File: src/rtl/rhs_pkg.sv
package rhs_pkg;
  typedef enum logic [1:0] {
    KIND_HIT      = 2'b00,
    KIND_EMPTY    = 2'b01,
    KIND_CONFLICT = 2'b10
  } kind_e;
endpackage

File: src/rtl/rhs_slots.sv
// Pending-read storage with per-slot arrival rank (0 = oldest).
module rhs_slots #(
  parameter int DEPTH = 8,
  parameter int TID_W = 2,
  parameter int ROW_W = 8,
  parameter int COL_W = 7,
  parameter int IDX_W = $clog2(DEPTH)
) (
  input  logic                              clk,
  input  logic                              rst_n,
  input  logic                              wr_en,
  input  logic [TID_W-1:0]                  wr_tid,
  input  logic [ROW_W-1:0]                  wr_row,
  input  logic [COL_W-1:0]                  wr_col,
  output logic                              wr_ready,
  input  logic                              clr_en,
  input  logic [IDX_W-1:0]                  clr_idx,
  output logic [DEPTH-1:0]                  slot_vld,
  output logic [DEPTH-1:0][TID_W-1:0]       slot_tid,
  output logic [DEPTH-1:0][ROW_W-1:0]       slot_row,
  output logic [DEPTH-1:0][COL_W-1:0]       slot_col,
  output logic [DEPTH-1:0][IDX_W-1:0]       slot_rank
);
  logic [DEPTH-1:0]            vld_q, vld_d, load;
  logic [DEPTH-1:0][IDX_W-1:0] rank_q, rank_d;
  logic [DEPTH-1:0][TID_W-1:0] tid_q;
  logic [DEPTH-1:0][ROW_W-1:0] row_q;
  logic [DEPTH-1:0][COL_W-1:0] col_q;
  logic [IDX_W:0]              occ, new_rank;
  logic [IDX_W-1:0]            free_idx, clr_rank;
  logic                        accept;

  assign wr_ready = ~&vld_q;
  assign accept   = wr_en & wr_ready;
  assign clr_rank = rank_q[clr_idx];

  always_comb begin
    occ      = '0;
    free_idx = '0;
    for (int i = DEPTH-1; i >= 0; i--) begin
      occ = occ + (IDX_W+1)'(vld_q[i]);
      if (!vld_q[i]) free_idx = IDX_W'(i);
    end
    new_rank = occ - (IDX_W+1)'(clr_en);
  end

  always_comb begin
    for (int i = 0; i < DEPTH; i++) begin
      vld_d[i]  = vld_q[i];
      rank_d[i] = rank_q[i];
      load[i]   = 1'b0;
      if (clr_en && clr_idx == IDX_W'(i)) begin
        vld_d[i] = 1'b0;
      end else if (clr_en && vld_q[i] && rank_q[i] > clr_rank) begin
        rank_d[i] = rank_q[i] - 1'b1;
      end
      if (accept && free_idx == IDX_W'(i)) begin
        vld_d[i]  = 1'b1;
        rank_d[i] = new_rank[IDX_W-1:0];
        load[i]   = 1'b1;
      end
    end
  end

  always_ff @(posedge clk or negedge rst_n) begin
    if (!rst_n) begin
      vld_q  <= '0;
      rank_q <= '0;
    end else begin
      vld_q  <= vld_d;
      rank_q <= rank_d;
    end
  end

  for (genvar g = 0; g < DEPTH; g++) begin : g_payload
    always_ff @(posedge clk or negedge rst_n) begin
      if (!rst_n) begin
        tid_q[g] <= '0;
        row_q[g] <= '0;
        col_q[g] <= '0;
      end else if (load[g]) begin
        tid_q[g] <= wr_tid;
        row_q[g] <= wr_row;
        col_q[g] <= wr_col;
      end
    end
  end

  assign slot_vld  = vld_q;
  assign slot_tid  = tid_q;
  assign slot_row  = row_q;
  assign slot_col  = col_q;
  assign slot_rank = rank_q;

  AST_FULL_MEANS_EIGHT: assert property (@(posedge clk) disable iff (!rst_n)
    !wr_ready |-> occ == (IDX_W+1)'(DEPTH));
  AST_NO_OVERFLOW: assert property (@(posedge clk) disable iff (!rst_n)
    (wr_en && !wr_ready && !clr_en) |=> vld_q == $past(vld_q));
endmodule

File: src/rtl/rhs_pick.sv
// Chooses open-row matches first, then the lowest arrival rank.
module rhs_pick #(
  parameter int DEPTH = 8,
  parameter int ROW_W = 8,
  parameter int IDX_W = $clog2(DEPTH)
) (
  input  logic [DEPTH-1:0]            slot_vld,
  input  logic [DEPTH-1:0][ROW_W-1:0] slot_row,
  input  logic [DEPTH-1:0][IDX_W-1:0] slot_rank,
  input  logic                        open_vld,
  input  logic [ROW_W-1:0]            open_row,
  output logic                        any,
  output logic [IDX_W-1:0]            pick_idx,
  output logic                        pick_hit
);
  logic [IDX_W-1:0] best_rank;
  logic             hit_i;

  always_comb begin
    any       = 1'b0;
    pick_idx  = '0;
    pick_hit  = 1'b0;
    best_rank = '1;
    hit_i     = 1'b0;
    for (int i = 0; i < DEPTH; i++) begin
      hit_i = slot_vld[i] && open_vld && slot_row[i] == open_row;
      if (slot_vld[i] && (!any || (hit_i && !pick_hit) ||
                          (hit_i == pick_hit && slot_rank[i] < best_rank))) begin
        any       = 1'b1;
        pick_idx  = IDX_W'(i);
        pick_hit  = hit_i;
        best_rank = slot_rank[i];
      end
    end
  end
endmodule

File: src/rtl/rhs_engine.sv
// Single-request service timer and open-row tracker.
module rhs_engine
  import rhs_pkg::*;
#(
  parameter int TID_W     = 2,
  parameter int ROW_W     = 8,
  parameter int COL_W     = 7,
  parameter int HIT_CYC   = 2,
  parameter int EMPTY_CYC = 4,
  parameter int CONF_CYC  = 6,
  parameter int CNT_W     = $clog2(CONF_CYC + 1)
) (
  input  logic             clk,
  input  logic             rst_n,
  input  logic             start,
  input  logic [TID_W-1:0] st_tid,
  input  logic [ROW_W-1:0] st_row,
  input  logic [COL_W-1:0] st_col,
  input  logic             st_hit,
  output logic             busy,
  output logic             open_vld,
  output logic [ROW_W-1:0] open_row,
  output logic             done_vld,
  output logic [TID_W-1:0] done_tid,
  output logic [ROW_W-1:0] done_row,
  output logic [COL_W-1:0] done_col,
  output logic [1:0]       done_kind
);
  logic             busy_q, busy_d, open_vld_q, open_vld_d;
  logic [CNT_W-1:0] cnt_q, cnt_d;
  logic [ROW_W-1:0] open_row_q, open_row_d;
  kind_e            kind_q, kind_d;
  logic [TID_W-1:0] tid_q;
  logic [ROW_W-1:0] row_q;
  logic [COL_W-1:0] col_q;

  always_comb begin
    busy_d     = busy_q;
    cnt_d      = cnt_q;
    kind_d     = kind_q;
    open_vld_d = open_vld_q;
    open_row_d = open_row_q;
    if (start) begin
      busy_d     = 1'b1;
      open_vld_d = 1'b1;
      open_row_d = st_row;
      if (!open_vld_q) begin
        kind_d = KIND_EMPTY;
        cnt_d  = CNT_W'(EMPTY_CYC - 1);
      end else if (st_hit) begin
        kind_d = KIND_HIT;
        cnt_d  = CNT_W'(HIT_CYC - 1);
      end else begin
        kind_d = KIND_CONFLICT;
        cnt_d  = CNT_W'(CONF_CYC - 1);
      end
    end else if (busy_q) begin
      if (cnt_q == '0) busy_d = 1'b0;
      else             cnt_d  = cnt_q - 1'b1;
    end
  end

  always_ff @(posedge clk or negedge rst_n) begin
    if (!rst_n) begin
      busy_q     <= 1'b0;
      cnt_q      <= '0;
      kind_q     <= KIND_HIT;
      open_vld_q <= 1'b0;
      open_row_q <= '0;
    end else begin
      busy_q     <= busy_d;
      cnt_q      <= cnt_d;
      kind_q     <= kind_d;
      open_vld_q <= open_vld_d;
      open_row_q <= open_row_d;
    end
  end

  always_ff @(posedge clk or negedge rst_n) begin
    if (!rst_n) begin
      tid_q <= '0;
      row_q <= '0;
      col_q <= '0;
    end else if (start) begin
      tid_q <= st_tid;
      row_q <= st_row;
      col_q <= st_col;
    end
  end

  assign busy      = busy_q;
  assign open_vld  = open_vld_q;
  assign open_row  = open_row_q;
  assign done_vld  = busy_q && cnt_q == '0;
  assign done_tid  = tid_q;
  assign done_row  = row_q;
  assign done_col  = col_q;
  assign done_kind = kind_q;

  AST_ISSUE_WHEN_IDLE: assert property (@(posedge clk) disable iff (!rst_n)
    start |-> !busy_q);
  AST_DONE_PULSE: assert property (@(posedge clk) disable iff (!rst_n)
    done_vld |=> !done_vld);
  AST_KIND_CODE: assert property (@(posedge clk) disable iff (!rst_n)
    done_vld |-> done_kind != 2'b11);
  AST_OPEN_ROW_KEPT: assert property (@(posedge clk) disable iff (!rst_n)
    done_vld |-> (open_vld_q && open_row_q == done_row));
  AST_HIT_ROW_MATCH: assert property (@(posedge clk) disable iff (!rst_n)
    (start && st_hit) |-> (open_vld_q && st_row == open_row_q));
endmodule

File: src/rtl/rowhit_sched.sv
module rowhit_sched #(
  parameter int DEPTH     = 8,
  parameter int TID_W     = 2,
  parameter int ROW_W     = 8,
  parameter int COL_W     = 7,
  parameter int HIT_CYC   = 2,
  parameter int EMPTY_CYC = 4,
  parameter int CONF_CYC  = 6
) (
  input  logic             clk,
  input  logic             rst_n,
  input  logic             req_valid,
  output logic             req_ready,
  input  logic [TID_W-1:0] req_tid,
  input  logic [ROW_W-1:0] req_row,
  input  logic [COL_W-1:0] req_col,
  output logic             done_valid,
  output logic [TID_W-1:0] done_tid,
  output logic [ROW_W-1:0] done_row,
  output logic [COL_W-1:0] done_col,
  output logic [1:0]       done_kind
);
  localparam int IDX_W = $clog2(DEPTH);

  logic [DEPTH-1:0]            slot_vld;
  logic [DEPTH-1:0][TID_W-1:0] slot_tid;
  logic [DEPTH-1:0][ROW_W-1:0] slot_row;
  logic [DEPTH-1:0][COL_W-1:0] slot_col;
  logic [DEPTH-1:0][IDX_W-1:0] slot_rank;
  logic                        any, pick_hit, busy, open_vld, issue;
  logic [IDX_W-1:0]            pick_idx;
  logic [ROW_W-1:0]            open_row;

  assign issue = any && !busy;

  rhs_slots #(.DEPTH(DEPTH), .TID_W(TID_W), .ROW_W(ROW_W), .COL_W(COL_W),
              .IDX_W(IDX_W)) u_slots (
    .clk(clk), .rst_n(rst_n),
    .wr_en(req_valid), .wr_tid(req_tid), .wr_row(req_row), .wr_col(req_col),
    .wr_ready(req_ready), .clr_en(issue), .clr_idx(pick_idx),
    .slot_vld(slot_vld), .slot_tid(slot_tid), .slot_row(slot_row),
    .slot_col(slot_col), .slot_rank(slot_rank)
  );

  rhs_pick #(.DEPTH(DEPTH), .ROW_W(ROW_W), .IDX_W(IDX_W)) u_pick (
    .slot_vld(slot_vld), .slot_row(slot_row), .slot_rank(slot_rank),
    .open_vld(open_vld), .open_row(open_row),
    .any(any), .pick_idx(pick_idx), .pick_hit(pick_hit)
  );

  rhs_engine #(.TID_W(TID_W), .ROW_W(ROW_W), .COL_W(COL_W),
               .HIT_CYC(HIT_CYC), .EMPTY_CYC(EMPTY_CYC),
               .CONF_CYC(CONF_CYC)) u_engine (
    .clk(clk), .rst_n(rst_n), .start(issue),
    .st_tid(slot_tid[pick_idx]), .st_row(slot_row[pick_idx]),
    .st_col(slot_col[pick_idx]), .st_hit(pick_hit),
    .busy(busy), .open_vld(open_vld), .open_row(open_row),
    .done_vld(done_valid), .done_tid(done_tid), .done_row(done_row),
    .done_col(done_col), .done_kind(done_kind)
  );

  // Independent view of the buffer for the selection checks.
  logic hit_pending, older_peer;
  always_comb begin
    hit_pending = 1'b0;
    older_peer  = 1'b0;
    for (int i = 0; i < DEPTH; i++) begin
      if (slot_vld[i] && open_vld && slot_row[i] == open_row) hit_pending = 1'b1;
      if (slot_vld[i] && IDX_W'(i) != pick_idx &&
          ((open_vld && slot_row[i] == open_row) == pick_hit) &&
          slot_rank[i] < slot_rank[pick_idx]) older_peer = 1'b1;
    end
  end

  AST_HIT_FIRST: assert property (@(posedge clk) disable iff (!rst_n)
    (issue && hit_pending) |-> pick_hit);
  AST_OLDEST_IN_CLASS: assert property (@(posedge clk) disable iff (!rst_n)
    issue |-> !older_peer);
endmodule

File: config.mk
export PLATFORM = sky130hd
export DESIGN_NAME = rowhit_sched
export DESIGN_NICKNAME = d
export VERILOG_FILES = /design/src/rtl/rhs_pkg.sv /design/src/rtl/rhs_slots.sv /design/src/rtl/rhs_pick.sv /design/src/rtl/rhs_engine.sv /design/src/rtl/rowhit_sched.sv
export SDC_FILE = /design/constraint.sdc
export NUM_CORES = 1
export LEC_CHECK = 0
export ABC_AREA = 1
export BUFFER_PORTS_ARGS = -buffer_cell sky130_fd_sc_hd__clkbuf_2
export CORE_ASPECT_RATIO = 0.6
export CORE_MARGIN = 1.5
export CORE_UTILIZATION = 68
export CTS_CLUSTER_DIAMETER = 60
export DETAILED_ROUTE_END_ITERATION = 6
export PLACE_DENSITY = 0.82
export SYNTH_ARGS = -nofsm -noshare
export SYNTH_HDL_FRONTEND = slang
export SYNTH_SLANG_ARGS = --single-unit
File: constraint.sdc
create_clock -name clk -period 28.7 [get_ports clk]
set_input_delay 2.87 -clock clk [delete_from_list [all_inputs] [get_ports clk]]
set_output_delay 2.87 -clock clk [all_outputs]
set_load 0.005 [all_outputs]
==> flow_metrics.env <==
export IMPL_seq_area_frac_synth=0.4210
export IMPL_routed_wl_microns=36970
export IMPL_crit_type="flip-flop to flip-flop"
export IMPL_fmax_ghz=0.08703
export IMPL_reg2reg_from="u_engine.open_row[5]"
export IMPL_wl_per_cell_microns=21.85
export IMPL_synthTopCellsByCount="nand2_1, dfrtp_1, o21ai_0, inv_1, nand3_1"
export IMPL_die_x_microns=170.2
export IMPL_synth_ff_type="dfrtp_1"
export IMPL_yosysMostFrequentCell="nand2_1"
export IMPL_grt_pass1_vias=9970
export IMPL_setup_violations_final=0
export IMPL_status="complete, but fails checks"
export IMPL_synth_top_area_share=0.4210
export IMPL_cts_resized_gates=0
export IMPL_cts_tree="built"
export IMPL_antenna_found_initial=1
export IMPL_multi_input_area_sq_um=5798
export IMPL_synth_edf_count=0
export IMPL_rows=36
export IMPL_root_buffer="clkbuf_16"
export IMPL_ctsHoldBuffers=0
export IMPL_dr_pass1_iters=7
export IMPL_yosys_area_top_type="dfrtp_1"
export IMPL_antenna_left=0
export IMPL_path_buf_inv=15
export IMPL_maxCapViolCount=0
export IMPL_violations="DRC"
export IMPL_hold_start="u_slots.slot_col[25]"
export IMPL_fin_nets=1526
export IMPL_fin_crit_ps=11490
export IMPL_vias_per_cell=6.475
export IMPL_cts_buffers=17
export IMPL_numPortBuffers=40
export IMPL_core_area_sq_um=16310
export IMPL_syn_area_sq_um=11410
export IMPL_io_pins=41
export IMPL_crit_top_cell="nand2_1"
export IMPL_route_detailed_drc=2
export IMPL_critPathMaxStageDelay_ps=980
export IMPL_fill_cells=1202
export IMPL_synthCells=1443
export IMPL_post_route_period_util=0.4004
export IMPL_area_growth_syn_to_layout_pct=7.894
export IMPL_seqCellArea_sq_um=4805
export IMPL_setup_tns_ps=0
export IMPL_worstMarginPinSlew_ps=1280
export IMPL_synth_seq_cells=192
export IMPL_hp_class="flip-flop to flip-flop"
export IMPL_slew_violations=0
export IMPL_synth_fp_nets=1516
export IMPL_grt_max_degree=121
export IMPL_overflow=0
export IMPL_post_cts_setup_buffers=0
export IMPL_finClkSkew_ps=13.39
export IMPL_die_area_sq_um=17590
export IMPL_cts_sinks=192
export IMPL_via_count=10960
export IMPL_endpoint_kind="flip-flop"
export IMPL_critical_path_arrival_ps=11880
export IMPL_hold_viol_final=0
export IMPL_antenna_cells=0
export IMPL_startpoint="u_engine.open_row[5]"
export IMPL_synth_cell_type_count=44
export IMPL_slew_headroom=0.1438
export IMPL_start_util=0.6999
export IMPL_clk_latency_ps=460
export IMPL_async_flop_share=1.000
export IMPL_avgSynthCellArea_sq_um=7.909
export IMPL_drive_above_1_share=0.1038
export IMPL_crit_family="simple AND/OR/NAND/NOR gates"
export IMPL_synth_warnings=0
export IMPL_startpoint_type="flip-flop"
export IMPL_worstPathRequired_ps=29090
export IMPL_ctsLongestPathBuffers=2
export IMPL_grt_total_usage=0.4399
export IMPL_dieHeight_microns=103.3
export IMPL_h_tree_depth=4
export IMPL_path_clk_slew_ps=80
export IMPL_drt_iter0_markers=1843
export IMPL_rsz0062_at_grt="no"
export IMPL_grt_first_pass_wirelength_microns=56760
export IMPL_dp_hpwl_microns=25060
export IMPL_critPathMaxFanout=13
export IMPL_crit_slowest_cell="o32ai_2"
export IMPL_synth_area_leaders="dfrtp_1, nand2_1, o21ai_0, ha_1, inv_1"
export IMPL_finalWeightedCongestion=1.067
## registers in the layout, indices dropped and copies added (netlist names)
name	flops
u_engine.done_col	7
u_engine.open_vld	1
u_slots.slot_rank	24
u_slots.slot_vld	8
u_slots.slot_col	56
u_slots.slot_tid	16
u_engine.done_kind	2
u_engine.done_tid	2
u_slots.slot_row	64
u_engine.open_row	8
u_engine.busy	1
u_engine.cnt_q	3
## stage by stage
stage               worst slack [ps]    util  instances  hold WS, ps  cell area (sq um)
finish                         17210  0.7551       1692        483.8              12310
global route                   16370  0.7551       1692        502.3              12310
floorplan                      19490       -       1443        453.0              11410
CTS                            17700  0.7551       1692        489.7              12310
detailed placement             17780  0.7202       1662        473.7              11740
global placement               17980  0.7202       1662        466.1              11740
## worst paths after layout
path	endpoint	slack (ps)	cells after the start
max	u_slots.slot_rank[13]	17210	75
min	u_slots.slot_col[25]	480	2
max reg2reg	u_slots.slot_rank[13]	17210	75
min reg2reg	u_slots.slot_col[25]	480	2
max in group asynchronous	u_slots.slot_row[23]	24710	2
min in group asynchronous	u_slots.slot_col[46]	2500	1
## kinds of logic after synthesis
family | after synthesis | share of synthesized area
multiplexers | 8 | 0.007017
adder cells (fa/ha/maj) | 53 | 0.06074
XOR/XNOR | 36 | 0.02763
buffers and inverters | 208 | 0.07159
AND/OR/NAND/NOR | 617 | 0.2374
flip-flops | 192 | 0.4210
AO/OA/AOI/OAI | 329 | 0.1747
## worst register-to-register path, delay by kind of cell, from the launching register on
kind / cells / cell delay, ps
DFF: 1 / 610
buffers and inverters: 15 / 1330
adders and majority gates: 8 / 2280
and+or+nand+nor: 40 / 3920
AOI/OAI and AO/OA: 12 / 3290
## layer usage
metal	vias to the layer above	wire (microns)	track usage
met5	-	0	0
met4	0	835	0.1457
met3	90	6212	0.1815
met2	850	14260	0.5782
met1	5159	15670	0.6486
li1	4857	-	-
## placed cells by master, fill, tap and decap left out, types with 7 or more instances in the layout
| cell | synthesis | layout |
|---|---|---|
| nand3_1 | 96 | 96 |
| nand2_2 | 28 | 28 |
| o21ai_0 | 191 | 191 |
| o211ai_1 | 9 | 9 |
| nand2_4 | 11 | 11 |
| o221ai_1 | 7 | 7 |
| nor4_1 | 9 | 9 |
| o21ai_2 | 8 | 8 |
| nor2_1 | 50 | 50 |
| a21oi_1 | 14 | 14 |
| o22ai_1 | 21 | 21 |
| clkbuf_16 | 0 | 17 |
| a22oi_1 | 34 | 34 |
| xor2_1 | 33 | 33 |
| clkbuf_2 | 0 | 39 |
| a221oi_1 | 24 | 24 |
| buf_4 | 4 | 13 |
| ha_1 | 49 | 49 |
| inv_1 | 134 | 134 |
| mux2i_1 | 8 | 8 |
| dfrtp_1 | 192 | 192 |
| nand2_1 | 405 | 405 |
| inv_2 | 10 | 10 |
## cell type report
class	count	share of cell area
clock buffers	21	0.03739
clock inverters	9	0.008942
inverters	146	0.04451
multi-input cells	1043	0.4709
flip-flops and latches	192	0.3902
well taps	228	0.02317
repair buffers	53	0.02490
Power is not shown: default switching activity piles up to over one toggle a cycle in this logic, so the estimate is an artifact.
